`src/rtl/sbe_pkg.sv`:
```
package sbe_pkg;

  typedef enum logic [2:0] {
    OPC_LOAD    = 3'd0,
    OPC_MODIFY  = 3'd1,
    OPC_CONTROL = 3'd2,
    OPC_STORE   = 3'd3,
    OPC_ATOMIC  = 3'd4,
    OPC_BARRIER = 3'd5,
    OPC_HALT    = 3'd6,
    OPC_RSVD    = 3'd7
  } op_class_e;

  // Classes that need an empty buffer before they may issue.
  function automatic logic needs_empty(input logic [2:0] cls);
    return (cls >= 3'(OPC_STORE));
  endfunction

  // Forwarding hit test.
  function automatic logic fwd_hit(input logic full, input logic [63:0] a, input logic [63:0] b);
    return full && (a == b);
  endfunction

endpackage

```
`src/rtl/sbe_slot.sv`:
```
module sbe_slot #(
  parameter int AW = 8,
  parameter int DW = 16
) (
  input  logic          clk,
  input  logic          rst,
  input  logic          load,
  input  logic          clear,
  input  logic [AW-1:0] in_addr,
  input  logic [DW-1:0] in_data,
  output logic          full,
  output logic [AW-1:0] addr,
  output logic [DW-1:0] data
);
  always_ff @(posedge clk) begin
    if (rst) begin
      full <= 1'b0;
    end else if (clear) begin
      full <= 1'b0;
    end else if (load) begin
      full <= 1'b1;
    end
  end

  // Address and data keep their values after a flush; they only matter while full.
  always_ff @(posedge clk) begin
    if (rst) begin
      addr <= '0;
      data <= '0;
    end else if (load) begin
      addr <= in_addr;
      data <= in_data;
    end
  end
endmodule

```
`src/rtl/sbe_gate.sv`:
```
module sbe_gate
  import sbe_pkg::*;
(
  input  logic       full,
  input  logic [2:0] op_class,
  input  logic       st_req,
  input  logic       fl_req,
  output logic       issue_ok,
  output logic       st_accept,
  output logic       fl_accept,
  output logic       proto_err
);
  always_comb begin
    proto_err = st_req && fl_req;
    issue_ok  = !needs_empty(op_class) || !full;
    st_accept = st_req && !fl_req && !full;
    fl_accept = fl_req && !st_req && full;
  end
endmodule

```
`src/rtl/sbe_fwd.sv`:
```
module sbe_fwd
  import sbe_pkg::*;
#(
  parameter int AW = 8,
  parameter int DW = 16
) (
  input  logic          full,
  input  logic [AW-1:0] ent_addr,
  input  logic [DW-1:0] ent_data,
  input  logic [AW-1:0] ld_addr,
  input  logic [DW-1:0] mem_rd_data,
  output logic [DW-1:0] ld_data,
  output logic          hit
);
  localparam int PADW = 64 - AW;
  always_comb begin
    hit     = fwd_hit(full, {{PADW{1'b0}}, ent_addr}, {{PADW{1'b0}}, ld_addr});
    ld_data = hit ? ent_data : mem_rd_data;
  end
endmodule

```
`src/rtl/sbe_top.sv`:
```
module sbe_top #(
  parameter int AW = 8,
  parameter int DW = 16
) (
  input  logic          clk,
  input  logic          rst,
  input  logic [2:0]    op_class,
  output logic          issue_ok,
  input  logic          st_req,
  input  logic [AW-1:0] st_addr,
  input  logic [DW-1:0] acc_in,
  input  logic [AW-1:0] ld_addr,
  input  logic [DW-1:0] mem_rd_data,
  output logic [DW-1:0] ld_data,
  output logic          ld_fwd,
  input  logic          fl_req,
  output logic          flush_ok,
  output logic          mem_wr_en,
  output logic [AW-1:0] mem_wr_addr,
  output logic [DW-1:0] mem_wr_data,
  output logic          proto_err
);
  // Named internal events.
  logic          full_q;
  logic [AW-1:0] ent_addr;
  logic [DW-1:0] ent_data;
  logic          st_accept;
  logic          fl_accept;
  logic          wr_pulse_q;

  sbe_gate u_gate (
    .full      (full_q),
    .op_class  (op_class),
    .st_req    (st_req),
    .fl_req    (fl_req),
    .issue_ok  (issue_ok),
    .st_accept (st_accept),
    .fl_accept (fl_accept),
    .proto_err (proto_err)
  );

  sbe_slot #(.AW(AW), .DW(DW)) u_slot (
    .clk     (clk),
    .rst     (rst),
    .load    (st_accept),
    .clear   (fl_accept),
    .in_addr (st_addr),
    .in_data (acc_in),
    .full    (full_q),
    .addr    (ent_addr),
    .data    (ent_data)
  );

  sbe_fwd #(.AW(AW), .DW(DW)) u_fwd (
    .full        (full_q),
    .ent_addr    (ent_addr),
    .ent_data    (ent_data),
    .ld_addr     (ld_addr),
    .mem_rd_data (mem_rd_data),
    .ld_data     (ld_data),
    .hit         (ld_fwd)
  );

  // Strobe rises on the same edge that clears the full flag.
  always_ff @(posedge clk) begin
    if (rst) wr_pulse_q <= 1'b0;
    else     wr_pulse_q <= fl_accept;
  end

  // The entry registers still hold the flushed pair during the strobe cycle.
  assign mem_wr_en   = wr_pulse_q;
  assign mem_wr_addr = ent_addr;
  assign mem_wr_data = ent_data;
  assign flush_ok    = full_q;
endmodule

```
`config.mk`:
```
export PLATFORM = sky130hd
export DESIGN_NAME = sbe_top
export DESIGN_NICKNAME = d
export VERILOG_FILES = /design/src/rtl/sbe_pkg.sv /design/src/rtl/sbe_slot.sv /design/src/rtl/sbe_gate.sv /design/src/rtl/sbe_fwd.sv /design/src/rtl/sbe_top.sv
export SDC_FILE = /design/constraint.sdc
export NUM_CORES = 1
export LEC_CHECK = 0
export BUFFER_PORTS_ARGS = -buffer_cell sky130_fd_sc_hd__buf_4
export CAP_MARGIN = 5
export CORE_MARGIN = 5
export CORE_UTILIZATION = 41
export DETAILED_ROUTE_END_ITERATION = 8
export PLACE_DENSITY = 0.94
export SKIP_CTS_REPAIR_TIMING = 1
export SLEW_MARGIN = 20
export SYNTH_ARGS = -nofsm -noshare
export SYNTH_HDL_FRONTEND = slang
export SYNTH_SLANG_ARGS = --single-unit
```
`constraint.sdc`:
```
create_clock -name clk -period 4.5 [get_ports clk]
set_input_delay 0.45 -clock clk [delete_from_list [all_inputs] [get_ports clk]]
set_output_delay 0.45 -clock clk [all_outputs]
set_load 0.01 [all_outputs]
```
**Yosys cells after proc, flatten, opt, wreduce, memory -nomap -nowiden**

Cells that the tools add are included.

- Bits in registers: 26
- Input bits: 55
- Output and inout port bits: 45
- Logic and storage cells: 19

- Magnitude comparators: 1
- Equality and inequality tests: 1
- Mux-type cells: 1
- Reductions and logical operators: 12

Operator list:

| kind | count |
|---|---|
| $mux 16 | 1 |
| $eq 8x8->1 | 1 |
| $logic_and 1x1->1 | 6 |
| $logic_not 1->1 | 4 |
| $ge 3x2->1 const B | 1 |
| $reduce_or 2->1 | 1 |
| $logic_or 1x1->1 | 1 |

**Longest topological paths before layout**

- Word-level depth: 4
- Depth in mapped cells: 6
- Depth with buffers taken out: 4

**Modules after synthesis**

Synthesis repeated with hierarchy kept, for this count alone.

- Cell total of the unflattened synthesis: 117
- Area total of the unflattened synthesis: 1312.5 um^2

Modules (own cells, without submodules):

| module | instances | cells an instance | area an instance (um^2) | seq. area each (um^2) |
|---|---|---|---|---|
| sbe_slot | 1 | 81 | 904.6 | 500.5 |
| sbe_fwd | 1 | 29 | 335.3 | 0.0 |
| sbe_gate | 1 | 5 | 38.8 | 0.0 |
| sbe_top | 1 | 2 | 33.8 | 20.0 |

**Least setup slack after synthesis**

No wires, ideal clock.

- Path type: input-to-output
- Start: input port ld_addr[2]
- End: output port ld_data[10]
- Arrival time: 1.565 ns
- Required time: 4.050 ns
- Slack: 2.485 ns
- Stages on the path: 5
- Cell sequence: xnor2_1 nand3_1 nor3_4 buf_12 mux2_4

- Cells in the longest elaborated chain, start to end: 3

Ends and longest elaborated chain:

| element | RTL line | text |
|---|---|---|
| start: declaration | sbe_top.sv:12 | `input logic [AW-1:0] ld_addr,` |
| $eq 8x8->1 | sbe_pkg.sv:21 | `return full && (a == b);` |
| $logic_and 1x1->1 | sbe_pkg.sv:21 |  |
| named net ld_fwd | sbe_top.sv:15 | `output logic ld_fwd,` |
| $mux 16 | sbe_fwd.sv:18 | `ld_data = hit ? ent_data : mem_rd_data;` |
| end: declaration | sbe_top.sv:14 | `output logic [DW-1:0] ld_data,` |

The timed path passes the listed nets, and every way through them passes these cells.

**Worst setup path in the final report**

- Start: register u_slot.addr[6]
- End: output port ld_data[15]

- Cells in the longest elaborated chain, start to end: 3

Ends and longest elaborated chain:

| element | RTL line | text |
|---|---|---|
| start: declaration | sbe_slot.sv:12 | `output logic [AW-1:0] addr,` |
| start signal: assignment | sbe_slot.sv:31 | `addr <= in_addr;` |
| $eq 8x8->1 | sbe_pkg.sv:21 |  |
| $logic_and 1x1->1 | sbe_pkg.sv:21 |  |
| $mux 16 | sbe_fwd.sv:18 |  |

Every way passes these cells.

==> key figures <==
Power and ir drop
  – Final Total Pwr: around 480 uW
  – Sequential power share: between 50% and 60%
  – PD cells: between 200 and 250 nW/um^2
  – Comb power frac: approximately 25%
  – Clock network power share: between 20% and 30%
  – VDD IR max: ~0.14 mV
  – LEAKAGE: ~0.94 nW
  – Internal power: about 360 uW
  – Sw Ratio: roughly a quarter
  – Switching pwr: roughly 120 uW

Critical path
  – FF-to-FF End: u_slot.data[11]
  – Critical Path Source: u_slot.addr[6]
  – Critical Path RT: 4.05 ns
  – Reg-to-reg critical path startpoint: u_slot.full
  – R2R cell count: 3
  – Crit Path Max Fanout: 17
  – WS Path Type: reg -> out
  – Crit. End Element: primary output
  – Flop2flop setup slack: approximately 3.0 ns
  – CP Launch Type: flop
  – CP Data Arrival Time: approximately 2.4 ns

STA
  – Final worst slack: approximately 1.7 ns
  – Worst-Margin Slew: roughly 0.97 ns
  – Final hold viol count: 0
  – RSZ-0062 raised after global routing: false
  – Sum Neg Setup Slack: 0 ns
  – Rel. slew slack: between 30% and 40%
  – Fin Clk Skew: between 0.003 and 0.004 ns
  – Endpoints failing setup: 0
  – Max Slew Vio Count: 0
  – Achievable clock frequency: roughly 0.35 GHz
  – Minimum clock period: 2.83 ns
  – Fin crit share: a little over three fifths
  – WHS: ~0.3 ns

Synthesis
  – Count of state elements after synthesis: 26
  – Synthesized area: between 1000 and 1500 sq um
  – Post-synthesis sequential area ratio: between 40% and 50%
  – Syn avg cell area: between 8 and 9 sq um
  – Yosys cell types: 19
  – Post-Synthesis Net Count: 200
  – Syn Inst Count: around 150
  – YS warnings: 0

Detailed routing
  – Drt first-iter violations: 30
  – DRT Pass-1 Iters: 4
  – DR vias: between 1000 and 1500
  – DRT antenna net count: 0
  – Avg WL per Cell: about 13 um
  – WL final: approximately 3.6 mm
  – DRC: 0
  – Avg Vias per Cell: about 4.8

Layout
  – Layout cells sized above 1: roughly half
  – Register Area: around 520 sq um
  – Area Growth Syn to Fin: 62.2%
  – Area occupied by multi-input gates: around 670 sq um
  – # nets final: between 200 and 300
  – Fillers: about 270
  – N_diodes: 0
  – Final std cells w/o fill: 272

Clock network
  – Clk slew on worst S/H paths: approximately 0.14 ns
  – Worst skew pair latency: 0.31 ns
  – CTS Sinks: 26
  – Clock Tree Buf Depth: 2
  – CTS Buf Count: 3
  – CTS H-tree lvls: 1
  – CTS tree: yes
  – Root buf cell: clkbuf_4

Floorplan
  – Io pins: 100
  – Core box area: just under 3000 sq um
  – Row count: 20
  – Die H: 65.1 um
  – Initial Util: between 40% and 50%
  – Die Area: approximately 4200 sq um
  – Die width: between 60 and 70 um

Global route
  – Grt ovf: 0
  – Vias in the first global route: around 1300
  – Largest net degree at the start of global routing: 27
  – Global-route wire length before repair: between 5 and 6 mm
  – Overall global routing resource usage: about 17%
  – Initial antenna violation count: 0

Placed design
  – Port buffer count: slightly below 100
  – Placed insts: ~270
  – Detailed placement HPWL: roughly 2.8 mm
  – Final GP Congestion: 0.767
  – Pre-CTS WS: 1.73 ns

Worst hold path
  – Hold endpoint: mem_wr_en
  – HP Class: in -> reg
  – Hold_sp: st_req
  – Worst Hold Depth: 2

Run
  – Max_cap viols: 0

Outcome
  – Outcome: finished clean
[cell usage in the layout (no fill, tap or decap), types with 3 or more instances in the layout]
master,count
buf_4,99
nand2_1,50
dfxtp_1,26
a21oi_1,25
mux2_4,9
xnor2_1,8
mux2_2,7
clkbuf_4,3
[worst max-delay path, stage by stage, from the launching register on]
cell and delay [ns]:
dfxtp_1 0.40, xnor2_1 0.14, nand3_1 0.14, nor3_4 0.81
mux2_2 0.42, buf_4 0.14
[synth_stat cells, drive strengths merged]
library cell	count	area share (%)
nand2	50	15
dfxtp	26	42
a21oi	25	10
mux2	16	17
clkbuf	8	2.4
xnor2	8	5.6
a21o	1	0.60
and2	1	0.50
buf	1	1.6
inv	1	0.30
nand2b	1	0.50
nand3	1	0.40
nand4	1	0.50
nor2	1	0.30
nor3	1	1.3
nor4b	1	0.71
o21ai	1	0.40
or2	1	0.50
[logic make-up after synthesis]
| group | share of synthesized area, % |
|---|---|
| AO/OA/AOI/OAI | 11.1 |
| XOR/XNOR | 5.64 |
| buffers and inverters | 4.33 |
| flip-flops | 41.9 |
| multiplexers | 17.2 |
| AND/OR/NAND/NOR | 19.8 |
[flip-flops by register name, summed over array words and instances (netlist names)]
name and cells:
mem_wr_en 1, u_slot.data 16, u_slot.full 1, u_slot.addr 8
[power groups by stage]
stage	Clock (mW)	Sequential, mW	Combinational (mW)
after floorplan	0	0.258	0.0443
after global placement	0	0.254	0.117
after detailed placement	0	0.255	0.120
after CTS	0.118	0.250	0.121
after global routing	0.126	0.252	0.129
final	0.115	0.250	0.118
[final cells by class]
type                    instances  share of cell area [%]
repair buffers                 99                    36.9
multi-input cells             109                    33.3
flip-flops and latches         26                    25.8
well taps                      33                    2.05
clock buffers                   4                    1.80
inverters                       1                   0.186
[metal layers]
metal  track usage, %  vias up  share of wire [%]
li1                 -      662                  -
met1             16.0      595                 35
met2             33.6       50                 56
met3             3.29        2                8.5
met4             5.96        0               0.94
met5                0        -                  0
[through the flow]
step	area, sq um	utilization (%)
finish	2020	67.7
detailed placement	1980	66.5
global route	2020	67.7
global placement	1980	66.5
floorplan	1240	-
CTS	2020	67.7
[how the worst max path moves through the flow]
| stage | to | slack (ns) |
|---|---|---|
| 2_1_floorplan | ld_data[10] | 2.49 |
| 6_report | ld_data[15] | 1.67 |
| 3_5_place_dp | ld_data[15] | 1.73 |
| 5_1_grt | ld_data[3] | 1.50 |
| 3_3_place_gp | ld_data[3] | 1.85 |
| 4_1_cts | ld_data[15] | 1.61 |
Power figures use the tool's default switching activity.
